$ cat config.mk
export PLATFORM = sky130hd
export DESIGN_NAME = adc_scan_ctrl
export DESIGN_NICKNAME = d
export VERILOG_FILES = /design/src/rtl/adc_scan_pkg.sv /design/src/rtl/adc_scan_pick.sv /design/src/rtl/adc_scan_trig.sv /design/src/rtl/adc_scan_results.sv /design/src/rtl/adc_scan_fsm.sv /design/src/rtl/adc_scan_ctrl.sv
export SDC_FILE = /design/constraint.sdc
export NUM_CORES = 1
export LEC_CHECK = 0
export CAP_MARGIN = 10
export CORE_AREA = 2 2 140 155
export CTS_BUF_LIST = sky130_fd_sc_hd__clkbuf_8
export CTS_CLUSTER_DIAMETER = 100
export DETAILED_ROUTE_END_ITERATION = 12
export DIE_AREA = 0 0 142 157
export RECOVER_POWER = 100
export SYNTH_ARGS = -nofsm -noshare
export SYNTH_HDL_FRONTEND = slang
export SYNTH_SLANG_ARGS = --single-unit
$ cat constraint.sdc
create_clock -name clk_i -period 3.7 [get_ports clk_i]
set_input_delay 1.11 -clock clk_i [delete_from_list [all_inputs] [get_ports clk_i]]
set_output_delay 1.11 -clock clk_i [all_outputs]
set_load 0.01 [all_outputs]
$ cat src/rtl/adc_scan_pkg.sv
package adc_scan_pkg;

  typedef enum logic [1:0] {
    ST_IDLE,
    ST_ISSUE,
    ST_WAIT
  } seq_state_e;

  // register addresses below the result window
  localparam int A_CTRL = 0;
  localparam int A_MASK = 1;
  localparam int A_FLAG = 2;

  // control word bit positions
  localparam int B_RUN  = 0;
  localparam int B_MODE = 1;
  localparam int B_ARM  = 2;
  localparam int B_SEL  = 4;

endpackage

$ cat src/rtl/adc_scan_pick.sv
// Lowest set bit finder.
module adc_scan_pick #(
  parameter int N    = 8,
  parameter int IDXW = $clog2(N)
) (
  input  logic [N-1:0]    vec_i,
  output logic [IDXW-1:0] idx_o,
  output logic            hit_o
);

  always_comb begin
    idx_o = '0;
    hit_o = 1'b0;
    for (int i = N - 1; i >= 0; i--) begin
      if (vec_i[i]) begin
        idx_o = IDXW'(i);
        hit_o = 1'b1;
      end
    end
  end

endmodule

$ cat src/rtl/adc_scan_trig.sv
// Selected trigger input rising-edge detector.
module adc_scan_trig #(
  parameter int N_TRIG = 4,
  parameter int SEL_W  = $clog2(N_TRIG)
) (
  input  logic              clk_i,
  input  logic              rst_n,
  input  logic [N_TRIG-1:0] trig_i,
  input  logic [SEL_W-1:0]  sel_i,
  input  logic              en_i,
  output logic              evt_o
);

  logic [N_TRIG-1:0] prev_q;

  always_ff @(posedge clk_i or negedge rst_n) begin
    if (!rst_n) prev_q <= '0;
    else        prev_q <= trig_i;
  end

  assign evt_o = en_i && trig_i[sel_i] && !prev_q[sel_i];

endmodule

$ cat src/rtl/adc_scan_results.sv
// Per-channel result bank.
module adc_scan_results #(
  parameter int N_CH  = 8,
  parameter int RES_W = 12,
  parameter int CH_W  = $clog2(N_CH)
) (
  input  logic             clk_i,
  input  logic             rst_n,
  input  logic             we_i,
  input  logic [CH_W-1:0]  wch_i,
  input  logic [RES_W-1:0] wdata_i,
  input  logic [CH_W-1:0]  rch_i,
  output logic [RES_W-1:0] rdata_o
);

  logic [N_CH-1:0][RES_W-1:0] bank;

  for (genvar g = 0; g < N_CH; g++) begin : g_slot
    logic             slot_en;
    logic [RES_W-1:0] slot_q;

    assign slot_en = we_i && (wch_i == CH_W'(g));

    always_ff @(posedge clk_i or negedge rst_n) begin
      if (!rst_n)       slot_q <= '0;
      else if (slot_en) slot_q <= wdata_i;
    end

    assign bank[g] = slot_q;
  end

  assign rdata_o = bank[rch_i];

endmodule

$ cat src/rtl/adc_scan_fsm.sv
// Channel walk and converter handshake.
module adc_scan_fsm
  import adc_scan_pkg::*;
#(
  parameter int N_CH = 8,
  parameter int CH_W = $clog2(N_CH)
) (
  input  logic            clk_i,
  input  logic            rst_n,
  input  logic            go_i,
  input  logic [N_CH-1:0] mask_i,
  output logic            busy_o,
  output logic            empty_o,
  output logic            end_o,
  output logic [N_CH-1:0] mask_lat_o,
  output logic            conv_start_o,
  output logic [CH_W-1:0] conv_chan_o,
  input  logic            conv_done_i,
  output logic            res_we_o
);

  seq_state_e      state_q, state_d;
  logic [CH_W-1:0] cur_q, cur_d;
  logic            cur_en;
  logic [N_CH-1:0] lat_q;
  logic            lat_en;
  logic [N_CH-1:0] above;
  logic [CH_W-1:0] first_idx, nxt_idx;
  logic            first_hit, nxt_hit;

  adc_scan_pick #(.N(N_CH), .IDXW(CH_W)) u_first (
    .vec_i(mask_i), .idx_o(first_idx), .hit_o(first_hit)
  );

  always_comb begin
    for (int i = 0; i < N_CH; i++) begin
      above[i] = lat_q[i] && (i > int'(cur_q));
    end
  end

  adc_scan_pick #(.N(N_CH), .IDXW(CH_W)) u_next (
    .vec_i(above), .idx_o(nxt_idx), .hit_o(nxt_hit)
  );

  always_comb begin
    state_d  = state_q;
    cur_d    = cur_q;
    cur_en   = 1'b0;
    lat_en   = 1'b0;
    empty_o  = 1'b0;
    end_o    = 1'b0;
    res_we_o = 1'b0;
    case (state_q)
      ST_IDLE: begin
        if (go_i) begin
          if (!first_hit) begin
            empty_o = 1'b1;
          end else begin
            state_d = ST_ISSUE;
            lat_en  = 1'b1;
            cur_d   = first_idx;
            cur_en  = 1'b1;
          end
        end
      end
      ST_ISSUE: state_d = ST_WAIT;
      ST_WAIT: begin
        if (conv_done_i) begin
          res_we_o = 1'b1;
          if (nxt_hit) begin
            cur_d   = nxt_idx;
            cur_en  = 1'b1;
            state_d = ST_ISSUE;
          end else begin
            end_o   = 1'b1;
            state_d = ST_IDLE;
          end
        end
      end
      default: state_d = ST_IDLE;
    endcase
  end

  always_ff @(posedge clk_i or negedge rst_n) begin
    if (!rst_n) state_q <= ST_IDLE;
    else        state_q <= state_d;
  end

  always_ff @(posedge clk_i or negedge rst_n) begin
    if (!rst_n)      cur_q <= '0;
    else if (cur_en) cur_q <= cur_d;
  end

  always_ff @(posedge clk_i or negedge rst_n) begin
    if (!rst_n)      lat_q <= '0;
    else if (lat_en) lat_q <= mask_i;
  end

  assign busy_o       = (state_q != ST_IDLE);
  assign conv_start_o = (state_q == ST_ISSUE);
  assign conv_chan_o  = cur_q;
  assign mask_lat_o   = lat_q;

endmodule

$ cat src/rtl/adc_scan_ctrl.sv
// Scan sequencer top: register file, start logic, interrupt.
module adc_scan_ctrl
  import adc_scan_pkg::*;
#(
  parameter  int N_CH   = 8,
  parameter  int RES_W  = 12,
  parameter  int N_TRIG = 4,
  parameter  int REG_W  = 16,
  localparam int CH_W   = $clog2(N_CH),
  localparam int SEL_W  = $clog2(N_TRIG),
  localparam int ADDR_W = $clog2(2 * N_CH)
) (
  input  logic              clk_i,
  input  logic              rst_ni,
  input  logic              wr_en_i,
  input  logic [ADDR_W-1:0] wr_addr_i,
  input  logic [REG_W-1:0]  wr_data_i,
  input  logic [ADDR_W-1:0] rd_addr_i,
  output logic [REG_W-1:0]  rd_data_o,
  input  logic [N_TRIG-1:0] trig_i,
  input  logic              clk_ready_i,
  output logic              conv_start_o,
  output logic [CH_W-1:0]   conv_chan_o,
  input  logic              conv_done_i,
  input  logic [RES_W-1:0]  conv_data_i,
  output logic              irq_o
);

  // reset: asserted asynchronously, released on the clock
  logic [1:0] rst_sync;
  logic       rst_n;

  always_ff @(posedge clk_i or negedge rst_ni) begin
    if (!rst_ni) rst_sync <= 2'b00;
    else         rst_sync <= {rst_sync[0], 1'b1};
  end
  assign rst_n = rst_sync[1];

  logic             run_q, run_d;
  logic             mode_q, arm_q;
  logic [SEL_W-1:0] sel_q;
  logic [N_CH-1:0]  mask_q;
  logic             flag_q, flag_d;
  logic             irq_q;
  logic             ctrl_wr, mask_wr, flag_wr;
  logic             busy, scan_empty, scan_end, res_we, trig_evt;
  logic [N_CH-1:0]  mask_lat;
  logic [RES_W-1:0] res_rd;

  assign ctrl_wr = wr_en_i && (wr_addr_i == ADDR_W'(A_CTRL));
  assign mask_wr = wr_en_i && (wr_addr_i == ADDR_W'(A_MASK));
  assign flag_wr = wr_en_i && (wr_addr_i == ADDR_W'(A_FLAG));

  adc_scan_trig #(.N_TRIG(N_TRIG), .SEL_W(SEL_W)) u_trig (
    .clk_i (clk_i),
    .rst_n (rst_n),
    .trig_i(trig_i),
    .sel_i (sel_q),
    .en_i  (mode_q && arm_q),
    .evt_o (trig_evt)
  );

  adc_scan_fsm #(.N_CH(N_CH), .CH_W(CH_W)) u_fsm (
    .clk_i       (clk_i),
    .rst_n       (rst_n),
    .go_i        (run_q && clk_ready_i),
    .mask_i      (mask_q),
    .busy_o      (busy),
    .empty_o     (scan_empty),
    .end_o       (scan_end),
    .mask_lat_o  (mask_lat),
    .conv_start_o(conv_start_o),
    .conv_chan_o (conv_chan_o),
    .conv_done_i (conv_done_i),
    .res_we_o    (res_we)
  );

  adc_scan_results #(.N_CH(N_CH), .RES_W(RES_W), .CH_W(CH_W)) u_res (
    .clk_i  (clk_i),
    .rst_n  (rst_n),
    .we_i   (res_we),
    .wch_i  (conv_chan_o),
    .wdata_i(conv_data_i),
    .rch_i  (rd_addr_i[CH_W-1:0]),
    .rdata_o(res_rd)
  );

  // next-state for the run bit and the sticky flag
  always_comb begin
    run_d = run_q;
    if (scan_end || scan_empty) begin
      run_d = 1'b0;
    end else if (!busy && ((ctrl_wr && wr_data_i[B_RUN]) || trig_evt)) begin
      run_d = 1'b1;
    end
    flag_d = flag_q;
    if (flag_wr && wr_data_i[0]) flag_d = 1'b0;
    if (scan_end)                flag_d = 1'b1;
  end

  always_ff @(posedge clk_i or negedge rst_n) begin
    if (!rst_n) begin
      run_q  <= 1'b0;
      flag_q <= 1'b0;
      irq_q  <= 1'b0;
    end else begin
      run_q  <= run_d;
      flag_q <= flag_d;
      irq_q  <= scan_end;
    end
  end

  always_ff @(posedge clk_i or negedge rst_n) begin
    if (!rst_n) begin
      mode_q <= 1'b0;
      arm_q  <= 1'b0;
      sel_q  <= '0;
    end else if (ctrl_wr) begin
      mode_q <= wr_data_i[B_MODE];
      arm_q  <= wr_data_i[B_ARM];
      sel_q  <= wr_data_i[B_SEL +: SEL_W];
    end
  end

  always_ff @(posedge clk_i or negedge rst_n) begin
    if (!rst_n)       mask_q <= '0;
    else if (mask_wr) mask_q <= wr_data_i[N_CH-1:0];
  end

  always_comb begin
    rd_data_o = '0;
    if (rd_addr_i >= ADDR_W'(N_CH)) begin
      rd_data_o[RES_W-1:0] = res_rd;
    end else if (rd_addr_i == ADDR_W'(A_CTRL)) begin
      rd_data_o[B_RUN]            = run_q;
      rd_data_o[B_MODE]           = mode_q;
      rd_data_o[B_ARM]            = arm_q;
      rd_data_o[B_SEL +: SEL_W]   = sel_q;
    end else if (rd_addr_i == ADDR_W'(A_MASK)) begin
      rd_data_o[N_CH-1:0] = mask_q;
    end else if (rd_addr_i == ADDR_W'(A_FLAG)) begin
      rd_data_o[0] = flag_q;
    end
  end

  assign irq_o = irq_q;

endmodule

After elaboration in Yosys (flattened, before gate mapping)

Cells that the tools add are included.

Flip-flop bits (word level): 130
Bits of input ports: 45
Output and inout bits: 21
Logic and storage cells: 159

Order comparisons: 10
Equality and inequality tests: 17
Mux-type cells: 73
Reduce and logical (&&, ||, !) cells: 39

Operators with widths:

| cell                                                          | number |
|---|---|
| two-way mux 3 bit                                             | 20 |
| two-way mux 1 bit                                             | 38 |
| binary-select mux 12 bit (select 3 bit)                       | 1 |
| logical AND 1 bit                                             | 25 |
| == test 3 bit (second input constant)                         | 4 |
| greater-than comparator 3 bit (first input constant)          | 4 |
| two-way mux 12 bit                                            | 1 |
| two-way mux 2 bit                                             | 5 |
| == test 4 x 1 -> 1 bit (second input constant)                | 2 |
| == test 4 x 2 -> 1 bit (second input constant)                | 2 |
| zero test 4 bit                                               | 2 |
| two-way mux 8 bit                                             | 1 |
| nonzero test 2 bit                                            | 4 |
| two-way mux 7 bit                                             | 1 |
| == test 3 x 2 -> 1 bit (second input constant)                | 2 |
| greater-than comparator 2 x 3 -> 1 bit (first input constant) | 2 |
| inequality test 2 x 1 -> 1 bit (second input constant)        | 3 |
| case mux 2 bit (3 select lines)                               | 1 |
| case mux 3 bit (2 select lines)                               | 1 |
| AND reduction 6 bit                                           | 1 |
| binary-select mux 1 bit (select 2 bit)                        | 2 |
| >= comparator 4 bit (second input constant)                   | 1 |
| less-than comparator 3 x 4 -> 1 bit (second input constant)   | 1 |
| two-way mux 4 bit                                             | 1 |
| other kinds (12)                                              | 14 |

Logic depth before layout (Yosys ltp)

Gate-level depths: netlist of the first run.

Depth in word-level cells: 14
Mapped depth: 7
Depth with buffers taken out: 6

By module

A second synthesis of the first run with hierarchy kept.

Cells, all modules: 419
Area, all modules: 6277.3 um^2

By module, submodules not included:

| module           | instances | cells an instance | area each (um^2) | sequential area each (um^2) |
|---|---|---|---|---|
| adc_scan_results | 1         | 251               | 4414.2           | 2402.3 |
| adc_scan_ctrl    | 1         | 77                | 892.1            | 425.4 |
| adc_scan_fsm     | 1         | 53                | 664.4            | 325.3 |
| adc_scan_pick    | 2         | 13                | 80.1             | 0.0 |
| adc_scan_trig    | 1         | 12                | 146.4            | 100.1 |

Least setup slack after synthesis of the first run

Ideal clock, no wire load.

Path type: input to output
Start: input rd_addr_i[1]
End: output rd_data_o[1]
Arrival time: 2.376 ns
Data required time: 2.590 ns
Path slack: 0.214 ns
Stages on the path: 5
Buffers on the path: 2
Path through: buf_2 buf_1 mux4_2 a221oi_1 a21oi_1

Longest elaborated chain between the ends: 4
Elaborated cells on any way between the ends: 8
Those cells by class: order compare (1); eq/ne (1); mux (5); reduce/logical (1)

RTL lines:

| item                   | line                 | source |
|---|---|---|
| start, declared        | adc_scan_ctrl.sv:18  | `input logic [ADDR_W-1:0] rd_addr_i,` |
| == test 4 x 1 -> 1 bit | adc_scan_ctrl.sv:139 | `end else if (rd_addr_i == ADDR_W'(A_MASK)) begin` |
| two-way mux 7 bit      | adc_scan_ctrl.sv:139 |  |
| two-way mux 3 bit      | adc_scan_ctrl.sv:134 | `end else if (rd_addr_i == ADDR_W'(A_CTRL)) begin` |
| two-way mux 8 bit (*)  | adc_scan_ctrl.sv:132 | `if (rd_addr_i >= ADDR_W'(N_CH)) begin` |
| end, declared          | adc_scan_ctrl.sv:19  | `output logic [REG_W-1:0] rd_data_o,` |

Mark *: on every way between the ends. The rest lies on a longest branch, timed or not. The select of a mux whose other input is x is not followed.

Worst setup path in the final report of the first run

Start: input rd_addr_i[0]
End: output rd_data_o[6]

Longest elaborated chain between the ends: 4
Elaborated cells on any way between the ends: 8
Those cells by class: order compare (1); eq/ne (1); mux (5); reduce/logical (1)

RTL lines:

| item                   | line |
|---|---|
| == test 4 x 1 -> 1 bit | adc_scan_ctrl.sv:139 |
| two-way mux 7 bit      | adc_scan_ctrl.sv:139 |
| two-way mux 2 bit      | adc_scan_ctrl.sv:134 |
| two-way mux 8 bit (*)  | adc_scan_ctrl.sv:132 |

Marked as above.

==> results.ini, run 1 <==
[status]
run_status=complete, but fails checks
violated_checks=capacitance limit, slew limit

[critical_path]
path_class=in -> out
cp_data_required_time_ps=2590
endpoint_arrival_time_on_the_critical_path_ps=2540
critical_path.reg2reg.endpoint=u_res.g_slot[3].slot_q[4]
worst_r2r_path_depth=1
reg2reg_slack_ps=840
timing.critical_path.fanout_max=6
endpoint_kind=primary output
cp-start-kind=primary input
critical_path.reg2reg.startpoint=rst_sync[1]

[pwr]
total_power_uw=4722
vdd_drop_max_v=0.0003056
power_per_cell_area_nw_per_um2=623.7
static-leakage-power_uw=0.003455

[floorplan]
initial_util_pct=29.79
io_pins=66
floorplan.core_area_um2=20580
std_cell_rows=55
die_height_um=157
die_area_um2=22290
die-width_um=142

[logic_synthesis]
post_synth_cell_types=45
yosys-top-cells-count=sky130_fd_sc_hd__dfrtp_1, sky130_fd_sc_hd__mux2_2, sky130_fd_sc_hd__mux4_2
synth.avg_cell_area_um2=13.99
synth_register_bits=129
synth.yosys.seq_area_share_pct=52.66
synth_edf_count=0
synth.cell_area_um2=6130
synth_warnings=0
yosysMostFrequentCell=sky130_fd_sc_hd__dfrtp_1
number_of_instances_in_the_synthesized_netlist=438
synth.top_cell.area_share_pct=52.66
synth_area_leaders=sky130_fd_sc_hd__dfrtp_1, sky130_fd_sc_hd__mux2_2, sky130_fd_sc_hd__mux4_2, sky130_fd_sc_hd__mux2_4, sky130_fd_sc_hd__a21oi_1
yosys_most_used_dff=sky130_fd_sc_hd__dfrtp_1
synthArstFlopShare_pct=100.0
post-synth-top-area-cell=sky130_fd_sc_hd__dfrtp_1

[sta]
final-max-slew-violation-count=66
worst_clock_skew_ps=14.95
timing.slew.headroom_pct=-76.64
worst-slew-pin-transition_ps=2650
layout_min_cycle_time_ps=3649
final.setup.worst_slack_ps=50.60
grt_setup_unrepaired=true
clock.fmax_mhz=274.0
final_min_period_over_clock_period_pct=98.63
finalHoldViolations=0
setup_violations=0

[layout]
synthToLayoutAreaGrowth_pct=23.54
finalCoreUtilization_pct=36.80
fraction_of_layout_instances_using_a_drive_strength_above_1_pct=38.59
num_antenna_cells=0
final_nets=571

[clock_network]
cts_buffer_depth=2
clkLatencyLatePin_ps=440
cts.htree.levels=4
cts_hold_buffers=0
cts.sink_count=129
clkTransAtPathRegs_ps=90
cts_tree=built
clock_tree.root_cell=sky130_fd_sc_hd__clkbuf_8
cts_buffers=17

[route]
vias=4013
drt_first_iter_violations=164
wl_um=14830
avgViaCountPerCell=5.048
routedWlPerCell_um=18.66
drt_pass_1_iters=4
drc_errors=0
postRouteAntennaNets=0

[placed_design]
gpl.final_weighted_congestion=0.7486
place_hpwl_um=10030
preCtsSetupSlack_ps=-726.6
place.port_buffers=53

[min_path]
worstHoldStart=rst_sync[0]
worstHoldPathCells=0
classification_of_the_worst_slack_hold_path=reg -> reg
hold_path_end=rst_sync[1]

[job]
max_cap_viol_count=1

[global_routing]
first_pass_grt_wire_length_um=23720
grt_overflow_total=0
grt_max_degree=66
total_routing_resource_utilization_after_global_routing_pct=14.09
initial_antenna_violation_count=1
via_count_of_the_first_global_routing_pass=4266

sequential cells by signal, summed over array words and instances, names as in the netlist:
| register | cells |
|---|---|
| u_trig.prev_q | 4 |
| u_fsm.state_q | 2 |
| u_fsm.mask_lat_o | 7 |
| run_q | 1 |
| mode_q | 1 |
| rst_sync | 2 |
| flag_q | 1 |
| sel_q | 2 |
| arm_q | 1 |
| u_res.g_slot.slot_q | 96 |
| u_fsm.conv_chan_o | 3 |
| mask_q | 8 |
| irq_o | 1 |
stage by stage:
stage | instance area, um^2 | hold slack (ps) | TNS (ps) | std cells
final | 7572 | 365.5 | 0 | 795
after global routing | 7572 | 382.1 | -2.979 | 795
after CTS | 7662 | 368.0 | 0 | 794
after detailed placement | 7189 | 336.3 | -5520 | 760
after global placement | 7189 | 339.8 | -5649 | 760
after floorplan | 6142 | 331.1 | 0 | 441
where the power goes:
| group | total [uW] | switching (uW) | internal [uW] |
|---|---|---|---|
| clock network | 1190 | 589 | 605 |
| registers | 2250 | 364 | 1890 |
| logic | 1280 | 499 | 780 |
| total | 4720 | 1450 | 3270 |
cell usage in the layout, fill, tap and decap left out, drive strengths merged, types with 9 or more instances in the layout:
master / instances
mux2: 119
nand2: 18
dfrtp: 129
a21oi: 15
clkbuf: 30
nor2: 11
dlygate4sd3: 13
dlygate4sd2: 9
o21ai: 11
nand3: 11
buf: 29
inv: 15
clkdlybuf4s50: 25
mux4: 24
how the worst max path moves through the flow:
stage / from / to / slack (ps)
CTS: rd_addr_i[0] / rd_data_o[0] / 7
floorplan: rd_addr_i[1] / rd_data_o[1] / 210
global route: rd_addr_i[0] / rd_data_o[8] / -3
global placement: rd_addr_i[1] / rd_data_o[0] / -710
finish: rd_addr_i[0] / rd_data_o[6] / 50
detailed placement: rd_addr_i[1] / rd_data_o[0] / -730
layer usage:
layer | vias to the layer above | global-route usage [%] | share of wire [%]
li1 | 1793 | - | -
met1 | 2083 | 18.64 | 44
met2 | 113 | 22.87 | 48
met3 | 24 | 3.529 | 6.2
met4 | 0 | 4.238 | 1.5
met5 | - | 0 | 0
worst max-delay path: stages:
cell and delay, ps:
sky130_fd_sc_hd__buf_6 120, sky130_fd_sc_hd__buf_12 130, sky130_fd_sc_hd__mux4_2 500, sky130_fd_sc_hd__a22oi_1 270, sky130_fd_sc_hd__o21ai_1 110, sky130_fd_sc_hd__dlygate4sd2_1 290
cell families (layout without fill, tap and decap cells):
family                 Yosys count  after routing  share of synthesized area, %
buffers and inverters           38            136                         3.143
multiplexers                   149            149                         32.46
AND/OR/NAND/NOR                 71             71                         6.348
AO/OA/AOI/OAI                   49             49                         5.267
flip-flops                     129            129                         52.66
other                            2              5                        0.1225
repair_timing:
action	CTS	global route
setup buffers	1	0
pin swaps	3	3
gates resized for setup	35	5
cloned	1	1
setup endpoints to repair	12	4
layout make-up:
class	count	area, um^2
Multi-Input combinational cell	274	2701
Fill cell	1992	13000
Timing Repair Buffer	93	885.9
Tap cell	256	320.3
Clock inverter	15	161.4
Sequential cell	129	3228
Inverter	11	41.29
Clock buffer	17	234.0
No activity file was read; power rests on OpenSTA's default activity.
==> inputs of run 2 (changes only) <==
CORE_AREA = 2 2 132 146   (was 2 2 140 155)
DIE_AREA = 0 0 134 148   (was 0 0 142 157)
SKIP_CTS_REPAIR_TIMING = 1   (was not set)
==> results.ini, run 2 (same netlist as run 1, synthesis figures left out) <==
[route]
drc_errors=0  ; unchanged
vias=3929  ; -2.1%
postRouteAntennaNets=0  ; unchanged
met3WireLength_um=708  ; -24%
drt_first_iter_violations=226  ; +38%
routedWlPerCell_um=18.29  ; -2.0%
met2RoutedLength_um=6738  ; -5.9%
drt_pass_1_iters=4  ; unchanged
avgViaCountPerCell=5.089  ; +0.82%
wl_um=14120  ; -4.8%
m1_wl_um=6480  ; -0.55%
highest_metal_layer_with_signal_wires=met4

[sta]
clock.fmax_mhz=257.0  ; -6.2%
final_min_period_over_clock_period_pct=105.2  ; +6.5 points
setup_violations=1  ; +1
layout_min_cycle_time_ps=3891  ; +241.3 ps
worst-slew-pin-transition_ps=2285  ; -364.9 ps
final.setup.worst_slack_ps=-190.7  ; -241.3 ps
finalSetupTns_ps=-190.7  ; -190.7 ps
timing.slew.headroom_pct=-52.31  ; +24 points
final-max-slew-violation-count=58  ; -12%
min_hold_slack_ps=356.7  ; -8.839 ps
worst_clock_skew_ps=10.94  ; -4.006 ps
finalHoldViolations=0  ; unchanged
grt_setup_unrepaired=true

[critical_path]
cp_data_required_time_ps=2590  ; about the same
endpoint_kind=primary output
path_class=in -> out
endpoint_arrival_time_on_the_critical_path_ps=2780  ; +240 ps
timing.critical_path.fanout_max=3  ; -3
cp-start-kind=primary input

[floorplan]
die_height_um=148  ; -5.7%
std_cell_rows=52  ; -5.5%
initial_util_pct=33.53  ; +3.7 points
die-width_um=134  ; -5.6%
io_pins=66  ; unchanged
die_area_um2=19830  ; -11%
floorplan.core_area_um2=18280  ; -11%

[global_routing]
grt_overflow_total=0  ; unchanged
grt_max_degree=72  ; +9.1%
initial_antenna_violation_count=0  ; -1
first_pass_grt_wire_length_um=22860  ; -3.6%
total_routing_resource_utilization_after_global_routing_pct=15.19  ; +1.1 points
via_count_of_the_first_global_routing_pass=4170  ; -2.3%

[clock_network]
clock_tree.root_cell=sky130_fd_sc_hd__clkbuf_8
cts_buffer_depth=2  ; unchanged
cts_buffers=17  ; unchanged
clkLatencyLatePin_ps=450  ; about the same
clkTransAtPathRegs_ps=70  ; -20 ps
cts_tree=built
cts.sink_count=129  ; unchanged
cts.htree.levels=4  ; unchanged

[layout]
commonest_cells_after_routing_fill_and_taps_aside=sky130_fd_sc_hd__dfrtp_1, sky130_fd_sc_hd__mux2_2, sky130_fd_sc_hd__clkdlybuf4s50_1, sky130_fd_sc_hd__mux4_2, sky130_fd_sc_hd__clkbuf_8
synthToLayoutAreaGrowth_pct=22.78
num_antenna_cells=0  ; unchanged
layout.cells.most_common=sky130_fd_sc_hd__dfrtp_1
stdcell_count=772  ; -2.9%
largest-register=u_res.g_slot.slot_q
final_cell_area_um2=7526  ; -0.61%
fraction_of_layout_instances_using_a_drive_strength_above_1_pct=36.48  ; -2.1 points
final_nets=561  ; -1.8%
fillers=1707  ; -14%
largest_reg_flops=96  ; unchanged

[pwr]
power_per_cell_area_nw_per_um2=645.2  ; +3.5%
vdd_drop_max_v=0.0003697  ; +21%
static-leakage-power_uw=0.003539  ; +2.4%

[placed_design]
preCtsSetupSlack_ps=-555.4  ; +171.2 ps
post-place-cells=740  ; -2.6%
place_hpwl_um=9662  ; -3.7%
place_area_um2=7158  ; -0.44%
place.port_buffers=53  ; unchanged
gpl.final_weighted_congestion=0.8156  ; +9.0%

[min_path]
classification_of_the_worst_slack_hold_path=reg -> reg

[status]
violated_checks=capacitance limit, slew limit, setup timing
run_status=complete, but fails checks

[job]
max_cap_viol_count=1  ; unchanged

run 2: cell types whose count changed in the layout (fill, tap and decap cells not counted), sizes merged, moves of 2 or more:
| cell | change |
|---|---|
| clkdlybuf4s15 | -3 |
| clkbuf | -2 |
| dlymetal6s2s | +10 |
| clkdlybuf4s50 | +2 |
| clkinv | -2 |
| dlygate4sd2 | -9 |
| bufinv | +2 |
| buf | -6 |
run 2: layout make-up:
| type | count | area (um^2) | area share [%] |
|---|---|---|---|
| multi-input cells | 274 | 2695 | 35.81 |
| well taps | 243 | 304.0 | 4.040 |
| clock buffers | 19 | 261.5 | 3.475 |
| repair buffers | 83 | 812.0 | 10.79 |
| flip-flops and latches | 129 | 3228 | 42.89 |
| clock inverters | 13 | 183.9 | 2.444 |
| inverters | 11 | 41.29 | 0.5486 |
run 2: where the power goes:
| part | switching [uW] | internal, uW |
|---|---|---|
| Clock | 574 | 771 |
| Sequential | 356 | 1890 |
| Combinational | 498 | 770 |
| Total | 1430 | 3430 |
run 2: worst max-delay path, stage by stage:
cell                              delay, ps
sky130_fd_sc_hd__clkdlybuf4s50_1        460
sky130_fd_sc_hd__nor3b_1                220
sky130_fd_sc_hd__buf_4                  160
sky130_fd_sc_hd__a22oi_1                 80
sky130_fd_sc_hd__o21ai_1                190
sky130_fd_sc_hd__clkdlybuf4s50_1        570
run 2: final timing paths:
kind | start | to | slack, ps | cells past startpoint
worst max-delay path | rd_addr_i[3] | rd_data_o[3] | -190 | 6
worst min-delay path | rst_sync[0] | rst_sync[1] | 360 | 0
worst max register to register | rst_sync[1] | u_trig.prev_q[2] | 630 | 1
worst min register to register | rst_sync[0] | rst_sync[1] | 360 | 0
max in group asynchronous | rst_sync[1] | u_trig.prev_q[2] | 630 | 1
min in group asynchronous | rst_ni | rst_sync[0] | 880 | 1
run 2: per-stage QoR:
step           utilization (%)  power, uW
2_1_floorplan                -       3156
3_3_place_gp             39.15       3517
3_5_place_dp             39.15       3615
4_1_cts                  41.59       4977
5_1_grt                  41.16       5145
6_report                 41.16       4856
run 2: metal layers:
layer  global-route usage [%]  vias to the layer above
met4                    4.681                        0
met2                    24.28                      102
met5                        0                        -
met1                    20.06                     2033
met3                    4.355                       22
li1                         -                     1772
==> inputs of run 3 (changes only) <==
PLACE_DENSITY = 0.6   (was not set)
==> results of run 3 <==
Same layout as run 2: the final DEF is identical, and so are final timing and power.
